## src/rtl/disp_spi_pkg.sv

```systemverilog
package disp_spi_pkg;

  localparam int unsigned FRAME_W = 32;
  localparam int unsigned CNT_W   = 6;

  typedef enum logic [1:0] {ST_IDLE, ST_FRAME, ST_GAP} eng_state_e;

  typedef struct packed {
    logic [FRAME_W-1:0] bits;
    logic [CNT_W-1:0]   nbits;
  } frame_t;

  function automatic logic [7:0] start_byte(logic id, logic sel, logic dir);
    return {5'b01110, id, sel, dir};
  endfunction

  // op[1]: status; op[0]: read. second selects the data frame.
  function automatic frame_t build_frame(logic [1:0] op, logic second,
                                         logic [7:0] idx, logic [15:0] wd,
                                         logic inv, logic id);
    frame_t f;
    if (op[1]) begin
      f.bits  = {start_byte(id, 1'b0, 1'b1), 24'h0};
      f.nbits = CNT_W'(32);
    end else if (!second) begin
      f.bits  = {start_byte(id, 1'b0, 1'b0), 8'h00, idx, 8'h00};
      f.nbits = CNT_W'(24);
    end else if (op[0]) begin
      f.bits  = {start_byte(id, 1'b1, 1'b1), 24'h0};
      f.nbits = CNT_W'(24);
    end else begin
      f.bits  = {start_byte(id, 1'b1, 1'b0), wd, 8'h00};
      f.nbits = CNT_W'(24);
    end
    f.bits = f.bits ^ {FRAME_W{inv}};
    return f;
  endfunction

endpackage

```

## src/rtl/disp_spi_tick.sv

```systemverilog
module disp_spi_tick #(
  parameter int unsigned HALF = 7
) (
  input  logic clk_i,
  input  logic rst_ni,
  input  logic en_i,
  output logic tick_o
);
  localparam int unsigned CW = (HALF > 1) ? $clog2(HALF) : 1;

  logic [CW-1:0] cnt_q;

  assign tick_o = en_i && (cnt_q == CW'(HALF - 1));

  always_ff @(posedge clk_i or negedge rst_ni) begin
    if (!rst_ni)      cnt_q <= '0;
    else if (!en_i)   cnt_q <= '0;
    else if (tick_o)  cnt_q <= '0;
    else              cnt_q <= cnt_q + CW'(1);
  end
endmodule

```

## src/rtl/disp_spi_shift.sv

```systemverilog
module disp_spi_shift
  import disp_spi_pkg::*;
(
  input  logic        clk_i,
  input  logic        rst_ni,
  input  logic        tick_i,
  input  logic        load_i,
  input  frame_t      frame_i,
  input  logic        miso_i,
  output logic        sclk_o,
  output logic        mosi_o,
  output logic        cs_no,
  output logic [15:0] rx_o,
  output logic        done_o
);
  logic [FRAME_W-1:0] tx_q;
  logic [15:0]        rx_q;
  logic [CNT_W-1:0]   bit_q;
  logic [CNT_W-1:0]   nbits_q;
  logic               act_q;
  logic               sclk_q;
  logic               last_bit;

  assign last_bit = (bit_q == nbits_q - CNT_W'(1));
  assign done_o   = act_q && tick_i && sclk_q && last_bit;
  assign sclk_o   = sclk_q;
  assign mosi_o   = act_q ? tx_q[FRAME_W-1] : 1'b0;
  assign cs_no    = !act_q;
  assign rx_o     = rx_q;

  always_ff @(posedge clk_i or negedge rst_ni) begin
    if (!rst_ni) begin
      tx_q    <= '0;
      rx_q    <= '0;
      bit_q   <= '0;
      nbits_q <= '0;
      act_q   <= 1'b0;
      sclk_q  <= 1'b0;
    end else if (load_i) begin
      tx_q    <= frame_i.bits;
      nbits_q <= frame_i.nbits;
      bit_q   <= '0;
      act_q   <= 1'b1;
      sclk_q  <= 1'b0;
    end else if (act_q && tick_i) begin
      if (!sclk_q) begin
        sclk_q <= 1'b1;
        rx_q   <= {rx_q[14:0], miso_i};
      end else begin
        sclk_q <= 1'b0;
        tx_q   <= {tx_q[FRAME_W-2:0], 1'b0};
        if (last_bit) act_q <= 1'b0;
        else          bit_q <= bit_q + CNT_W'(1);
      end
    end
  end
endmodule

```

## src/rtl/disp_spi_reg_eng.sv

```systemverilog
module disp_spi_reg_eng
  import disp_spi_pkg::*;
#(
  parameter int unsigned SYS_CLK_HZ  = 50_000_000,
  parameter int unsigned SCLK_MAX_HZ = 4_000_000,
  parameter bit          DEV_ID      = 1'b1,
  parameter int unsigned GAP_PERIODS = 2
) (
  input  logic        clk_i,
  input  logic        rst_ni,
  input  logic        req_valid_i,
  output logic        req_ready_o,
  input  logic [1:0]  req_op_i,
  input  logic [7:0]  req_idx_i,
  input  logic [15:0] req_wdata_i,
  input  logic        req_inv_i,
  output logic        done_o,
  output logic [15:0] rdata_o,
  output logic        sclk_o,
  output logic        mosi_o,
  output logic        cs_no,
  input  logic        miso_i
);
  localparam int unsigned HALF      = (SYS_CLK_HZ + 2*SCLK_MAX_HZ - 1) / (2*SCLK_MAX_HZ);
  localparam int unsigned GAP_TICKS = 2 * GAP_PERIODS;
  localparam int unsigned GW        = (GAP_TICKS > 1) ? $clog2(GAP_TICKS) : 1;

  eng_state_e    state_q;
  logic [1:0]    op_q;
  logic [7:0]    idx_q;
  logic [15:0]   wd_q;
  logic          inv_q;
  logic          second_q;
  logic [GW-1:0] gap_q;
  logic          done_q;
  logic [15:0]   rdata_q;

  logic          tick;
  logic          accept;
  logic          gap_end;
  logic          more;
  logic          load;
  logic          sh_done;
  logic [15:0]   sh_rx;
  frame_t        frame;

  assign accept  = req_valid_i && (state_q == ST_IDLE);
  assign gap_end = (state_q == ST_GAP) && tick && (gap_q == GW'(GAP_TICKS - 1));
  assign more    = !second_q && !op_q[1];
  assign load    = accept || (gap_end && more);
  assign frame   = accept ? build_frame(req_op_i, 1'b0, req_idx_i, req_wdata_i, req_inv_i, DEV_ID)
                          : build_frame(op_q, 1'b1, idx_q, wd_q, inv_q, DEV_ID);

  disp_spi_tick #(.HALF(HALF)) u_tick (
    .clk_i  (clk_i),
    .rst_ni (rst_ni),
    .en_i   (state_q != ST_IDLE),
    .tick_o (tick)
  );

  disp_spi_shift u_shift (
    .clk_i   (clk_i),
    .rst_ni  (rst_ni),
    .tick_i  (tick),
    .load_i  (load),
    .frame_i (frame),
    .miso_i  (miso_i),
    .sclk_o  (sclk_o),
    .mosi_o  (mosi_o),
    .cs_no   (cs_no),
    .rx_o    (sh_rx),
    .done_o  (sh_done)
  );

  always_ff @(posedge clk_i or negedge rst_ni) begin
    if (!rst_ni) begin
      state_q  <= ST_IDLE;
      op_q     <= '0;
      idx_q    <= '0;
      wd_q     <= '0;
      inv_q    <= 1'b0;
      second_q <= 1'b0;
      gap_q    <= '0;
      done_q   <= 1'b0;
      rdata_q  <= '0;
    end else begin
      done_q <= 1'b0;
      unique case (state_q)
        ST_IDLE: if (accept) begin
          op_q     <= req_op_i;
          idx_q    <= req_idx_i;
          wd_q     <= req_wdata_i;
          inv_q    <= req_inv_i;
          second_q <= 1'b0;
          state_q  <= ST_FRAME;
        end
        ST_FRAME: if (sh_done) begin
          gap_q   <= '0;
          state_q <= ST_GAP;
        end
        ST_GAP: if (tick) begin
          gap_q <= gap_q + GW'(1);
          if (gap_end) begin
            if (more) begin
              second_q <= 1'b1;
              state_q  <= ST_FRAME;
            end else begin
              state_q <= ST_IDLE;
              done_q  <= 1'b1;
              if (op_q != 2'b00) rdata_q <= sh_rx;
            end
          end
        end
        default: state_q <= ST_IDLE;
      endcase
    end
  end

  assign req_ready_o = (state_q == ST_IDLE);
  assign done_o      = done_q;
  assign rdata_o     = rdata_q;
endmodule

```

## config.mk

```make
export PLATFORM = sky130hd
export DESIGN_NAME = disp_spi_reg_eng
export DESIGN_NICKNAME = d
export VERILOG_FILES = /design/src/rtl/disp_spi_pkg.sv /design/src/rtl/disp_spi_tick.sv /design/src/rtl/disp_spi_shift.sv /design/src/rtl/disp_spi_reg_eng.sv
export SDC_FILE = /design/constraint.sdc
export NUM_CORES = 1
export LEC_CHECK = 0
export BUFFER_PORTS_ARGS = -buffer_cell sky130_fd_sc_hd__buf_4
export CAP_MARGIN = 0
export CORE_MARGIN = 1
export CORE_UTILIZATION = 64
export DETAILED_ROUTE_END_ITERATION = 6
export GPL_TIMING_DRIVEN = 0
export PLACE_DENSITY = 0.85
export SLEW_MARGIN = 10
export SYNTH_ARGS = -nofsm -noshare
export SYNTH_HDL_FRONTEND = slang
export SYNTH_HIERARCHICAL = 1
export SYNTH_SLANG_ARGS = --single-unit
```

## constraint.sdc

```tcl
create_clock -name clk_i -period 4.49 [get_ports clk_i]
set_clock_uncertainty 0.15 [all_clocks]
set_input_delay 0.449 -clock clk_i [delete_from_list [all_inputs] [get_ports clk_i]]
set_output_delay 0.449 -clock clk_i [all_outputs]
set_load 0.03 [all_outputs]
```

-- Word-level counts from Yosys, hierarchy flattened
Cells that the tools add are included.
- register bits after elaboration: 106
- input bits: 31
- output and inout bits: 21
- logic and storage cells: 104
- $add $sub $neg: 4
- equal/unequal tests: 11
- multiplexer cells: 39
- bitwise gates (word level): 5
- reduce and logical (&&, ||, !) cells: 30
- operator list (operator ; count):
    $mux W32 ; 4
    $xor A32 B32 Y32 ; 2
    $mux W31 ; 2
    $mux W38 ; 1
    $mux W6 ; 4
    $mux W1 ; 17
    $reduce_bool A2 Y1 ; 7
    $mux W2 ; 6
    $reduce_and A3 Y1 ; 4
    $ne A2 B2 Y1 const B ; 5
    $reduce_and A5 Y1 ; 2
    $logic_and A1 B1 Y1 ; 9
    $add A6 B1 Y6 const B ; 1
    $eq A6 B6 Y1 ; 1
    $mux W3 ; 2
    $pmux W2 S3 ; 1
    $sub A6 B1 Y6 const B ; 1
    $eq A2 B2 Y1 const B ; 2
    $pmux W2 S2 ; 1
    $reduce_and A2 Y1 ; 2
    $reduce_and A4 Y1 ; 1
    $add A3 B1 Y3 const B ; 1
    $eq A3 B3 Y1 const B ; 1
    $logic_not A1 Y1 ; 3
    7 further kinds ; 9

-- Depth between registers and ports, before layout
- depth in word-level cells: 8
- gate-level depth with buffers: 11
- mapped depth without buffers: 9

-- Cells and area by module
The synthesis kept the hierarchy.
- by module, submodules not included (module ; instances ; cells an instance ; area an instance (um2)):
    disp_spi_shift ; 1 ; 255 ; 2856.5
    disp_spi_reg_eng ; 1 ; 231 ; 2368.5
    disp_spi_tick ; 1 ; 13 ; 148.9

-- Worst setup path after synthesis
OpenSTA, ideal clock, no wires.
- path type: register -> register
- from: register state_q[1]
- to: register u_shift.rx_q[0] (netlist: u_shift/rx_o[0])
- setup time: 0.125 ns
- data arrival time: 2.903 ns
- required time: 4.215 ns
- setup slack: 1.312 ns
- cell stages (with the launch flop): 12
- path buffers: 3
- period minus slack after synthesis: 3.178 ns
- path through: dfrtp_1 > buf_4 > nor2_1 > inv_1 > and3_2 > nand4b_4 > or3_2 > nand2_1 > clkbuf_1 > nor3_2 > buf_2 > mux2_2
- RTL lines (element ; line ; text):
    start, declared ; disp_spi_reg_eng.sv:28 ; eng_state_e state_q;
    start signal, assigned ; disp_spi_reg_eng.sv:77 ; state_q <= ST_IDLE;
    start signal, assigned ; disp_spi_reg_eng.sv:95 ; state_q <= ST_FRAME;
    start signal, assigned ; disp_spi_reg_eng.sv:99 ; state_q <= ST_GAP;
    $logic_not A2 Y1 ; - ;
    via req_ready_o ; disp_spi_reg_eng.sv:12 ; output logic req_ready_o,
    $logic_and A1 B1 Y1 ; disp_spi_reg_eng.sv:47 ; assign accept = req_valid_i && (state_q == ST_IDLE);
    $logic_or A1 B1 Y1 ; disp_spi_reg_eng.sv:50 ; assign load = accept || (gap_end && more);
    via load ; disp_spi_reg_eng.sv:42 ; logic load;
    $not A1 Y1 (no line) ; - ;
    $reduce_and A3 Y1 (no line) ; - ;
    end signal, assigned ; disp_spi_shift.sv:48 ; rx_q <= {rx_q[14:0], miso_i};
    end, declared ; disp_spi_shift.sv:17 ; logic [15:0] rx_q;
The timed path passes the listed nets, and every way through them passes these cells.
A chain may end at the register's enable or synchronous reset.

-- Worst setup path in the final report
- from: register state_q[1]
- to: register u_shift.rx_q[6] (netlist: u_shift/rx_o[6])
- word-level cells in the longest chain between the ends: 8
- RTL lines (element ; line ; text):
    $reduce_bool A2 Y1 ; disp_spi_reg_eng.sv:57 ; .en_i (state_q != ST_IDLE),
    $logic_and A1 B1 Y1 ; disp_spi_tick.sv:13 ; assign tick_o = en_i && (cnt_q == CW'(HALF - 1));
    via tick ; disp_spi_reg_eng.sv:38 ; logic tick;
    $logic_and A1 B1 Y1 (2 in series) ; disp_spi_reg_eng.sv:48 ; assign gap_end = (state_q == ST_GAP) && tick && (gap_q == GW'(GAP_TICKS - 1));
    $logic_and A1 B1 Y1 ; disp_spi_reg_eng.sv:50 ;
    $logic_or A1 B1 Y1 ; disp_spi_reg_eng.sv:50 ;
    via load ; disp_spi_reg_eng.sv:42 ;
    $not A1 Y1 (no line) ; - ;
    $reduce_and A3 Y1 (no line) ; - ;
The timed path passes the listed nets, and every way through them passes these cells.

==> summary.md <==
| Metric | Value |
|---|---|
| Outcome | complete, no violations |
| Beginning of the worst register-to-register path | state_q[1] |
| Crit Path Max Fanout | 10 |
| Period utilisation layout | 73.1% |
| Worst-skew pair later-pin latency | 0.37 ns |
| Final Core Density | 74.8% |
| Post-CTS Hold Fix Bufs | 0 |
| Drt wl/cell | 15.0 um |
| Worst-path clk slew | 0.10 ns |
| Die X | 93.6 um |
| Reg-to-reg endpoint | u_shift/rx_o[6] |
| HP Class | in -> async |
| Port Buffer Count | 50 |
| FF-to-FF path depth | 11 |
| Asr flop ratio synth | 100% |
| Static leakage | 2.83 nW |
| Core region area | 8180 um^2 |
| Final Hold Viols | 0 |
| DIE AREA | 8770 um^2 |
| Die outline height | 93.6 um |
| Max-cap check violation count | 0 |
| Count of pins over their slew limit | 0 |
| WP buf/inv | 4 |
| Maximum vdd ir drop | 0.000364 V |
| Via density | 5.55 |
| CTS H-Tree Depth | 3 |
| Actual slew at the worst max-slew pin | 0.921 ns |
| Tmin final | 3.28 ns |
| Final #Nets | 598 |
| Register area | 2650 um^2 |
| RSZ-0062 raised after global routing | false |
| Area Growth Syn to Fin | 13.8% |
| CP delay by family, top | simple AND/OR/NAND/NOR gates |
| Pre-antenna DRT Iters | 4 |
| Filler cells | 559 |
| Crit. End Element | flip-flop |
| Post-synthesis sequential area ratio | 49.4% |
| Residual DRC | 0 |
| Number of diodes | 0 |
| Num rows | 33 |
| Global Route Usage Sum | 25.3% |
| Total Routed Length | 10100 um |
| Vias in the first global route | 3568 |
| Worst slew margin | 38.6% |
| Crit path largest cell delay | 0.55 ns |
| Top_reg_cell synth | dfrtp_1 |
| First-pass GRT wire length | 17100 um |
| Multi-input logic area | 2510 um^2 |
| Final setup viols | 0 |
| Kind of critical path | reg -> reg |
| Post-synth EDFFs | 0 |
| Startpoint Class | flip-flop |
| Grt total ovfl | 0 |
| Syn Std Cell Area | 5370 um^2 |
| Post-cts resize count | 0 |
| Starting density of the core | 65.7% |
| Max Buffers Root-to-Sink | 2 |
| Largest net degree at the start of global routing | 107 |
| CTS Sinks | 106 |
| CTS tree | built |
| GP Congestion | 0.836 |
| Final Total Pwr | 3.45 mW |
| Setup TNS | 0 ns |
| Stages on worst setup path | 11 |
| Synth Register Bits | 106 |
| Crit-path slowest cell | nor3_2 |
| Avg Cell Area, Syn | 10.8 um^2 |
| Post-Synthesis Cells | 499 |
| Worst Path Required | 4.59 ns |
| Power density over the cells | 563 nW/um^2 |
| Synth warn | 6 |
| HPWL reported at the end of detailed placement | 6930 um |
| Share of layout cells above drive strength 1 | 25.0% |
| Drt initial violations | 173 |
| Via count | 3729 |
| Postcts setup bufs | 0 |
| Critical path arrival | 3.39 ns |
| Reg2reg setup slack | 1.21 ns |
| Worst path cell trace | buf_4, nor2_1, inv_1, and3_2, nand4b_4, or3_2, nand2_1, clkbuf_1, nor3_2, buf_2, mux2_2 |
| I/O pins | 52 |
| Post-synth cell types | 50 |
| Clock root cell | clkbuf_8 |
| Num CTS Buffers | 9 |
| Post-detailed-route count of antenna-violating nets | 0 |
| Fmax achieved | 0.305 GHz |
| Initial antenna violation count | 0 |
[cell families (layout without fill, tap and decap cells)]
family          Yosys count  count (layout)  synth area share [%]
fa+ha+maj                 5               5                  1.16
other cells               1               3                0.0698
mux                      77              77                  15.9
buf+inv                  42             108                  4.07
flops                   106             106                  49.4
compound gates           65              65                  7.26
simple gates            168             168                  16.4
xor+xnor                 35              35                  5.70
[flip-flops by register name, indices dropped and copies added, names as in the netlist, 2 cells and up]
| signal | flops |
|---|---|
| gap_q | 2 |
| op_q | 2 |
| rdata_o | 16 |
| state_q | 2 |
| u_shift/bit_q | 6 |
| u_shift/nbits_q | 6 |
| u_shift/rx_o | 16 |
| u_shift/tx_q | 32 |
| u_tick/cnt_q | 3 |
| wd_q | 16 |
[cell usage after synthesis (2+ instances only)]
library cell    n  area, um^2
buf_6           2        22.5
nor2_1         12        45.0
ha_1            5        62.6
nand4_1         2        12.5
and2_1          2        12.5
o21ai_0        40         200
inv_1          11        41.3
a21oi_1         9        45.0
nand2_1        96         360
mux2i_1        41         410
nand4b_4        2        47.6
nand3_1         5        25.0
a21oi_2         9        78.8
buf_2          13        65.1
nor3_1          4        20.0
nand2b_1        2        12.5
nor3_2          2        20.0
xor2_1          7        61.3
mux2_2         25         282
nor2b_1         9        56.3
clkbuf_1       12        45.0
mux2_4         11         165
dfrtp_1       106        2650
or3_1           3        18.8
xnor2_1        28         245
nor3b_1        17         128
[power breakdown]
group | internal, mW | switching [mW]
registers | 1.26 | 0.214
clock network | 0.322 | 0.334
logic | 0.603 | 0.714
[routing by layer]
layer	global-route usage [%]	vias to the layer above	wire, um
met4	7.05	0	167
li1	-	1800	-
met2	40.6	67	4940
met3	5.53	18	316
met1	34.7	1844	4650
met5	0	-	0
[cell type report]
type,instances,share of cell area [%]
inverters,11,0.675
plain buffers,31,2.90
clock buffers,10,2.09
repair buffers,50,6.20
clock inverters,6,1.60
well taps,105,2.15
multi-input cells,353,41.0
flip-flops and latches,106,43.4
[worst max-delay path by stage]
stage	end	from	slack, ns
CTS	u_shift/rx_o[6]	state_q[1]	1.21
global placement	u_shift/rx_o[2]	state_q[1]	1.36
global route	u_shift/rx_o[6]	state_q[1]	0.98
floorplan	u_shift/rx_o[0]	state_q[1]	1.31
detailed placement	u_shift/rx_o[6]	state_q[1]	1.24
finish	u_shift/rx_o[6]	state_q[1]	1.21
[cell usage in the layout, fill, tap and decap left out, types with 13 or more instances in the layout]
cell | Yosys | final
clkbuf_1 | 12 | 13
xnor2_1 | 28 | 28
mux2i_1 | 41 | 41
nor3b_1 | 17 | 17
o21ai_0 | 40 | 40
nand2_1 | 96 | 96
dfrtp_1 | 106 | 106
buf_2 | 13 | 13
buf_4 | 1 | 50
mux2_2 | 25 | 25
[stage by stage]
| stage | hold WS, ns | setup slack (ns) | cells | instance area, um^2 |
|---|---|---|---|---|
| 3_5_place_dp | 0.305 | 1.24 | 656 | 5890 |
| 3_3_place_gp | 0.295 | 1.36 | 656 | 5890 |
| 4_1_cts | 0.0876 | 1.21 | 672 | 6120 |
| 5_1_grt | 0.101 | 0.979 | 672 | 6120 |
| 6_report | 0.0335 | 1.21 | 672 | 6120 |
| 2_1_floorplan | 0.00341 | 1.31 | 501 | 5380 |
Note: power is estimated with default switching activity, not from simulation.
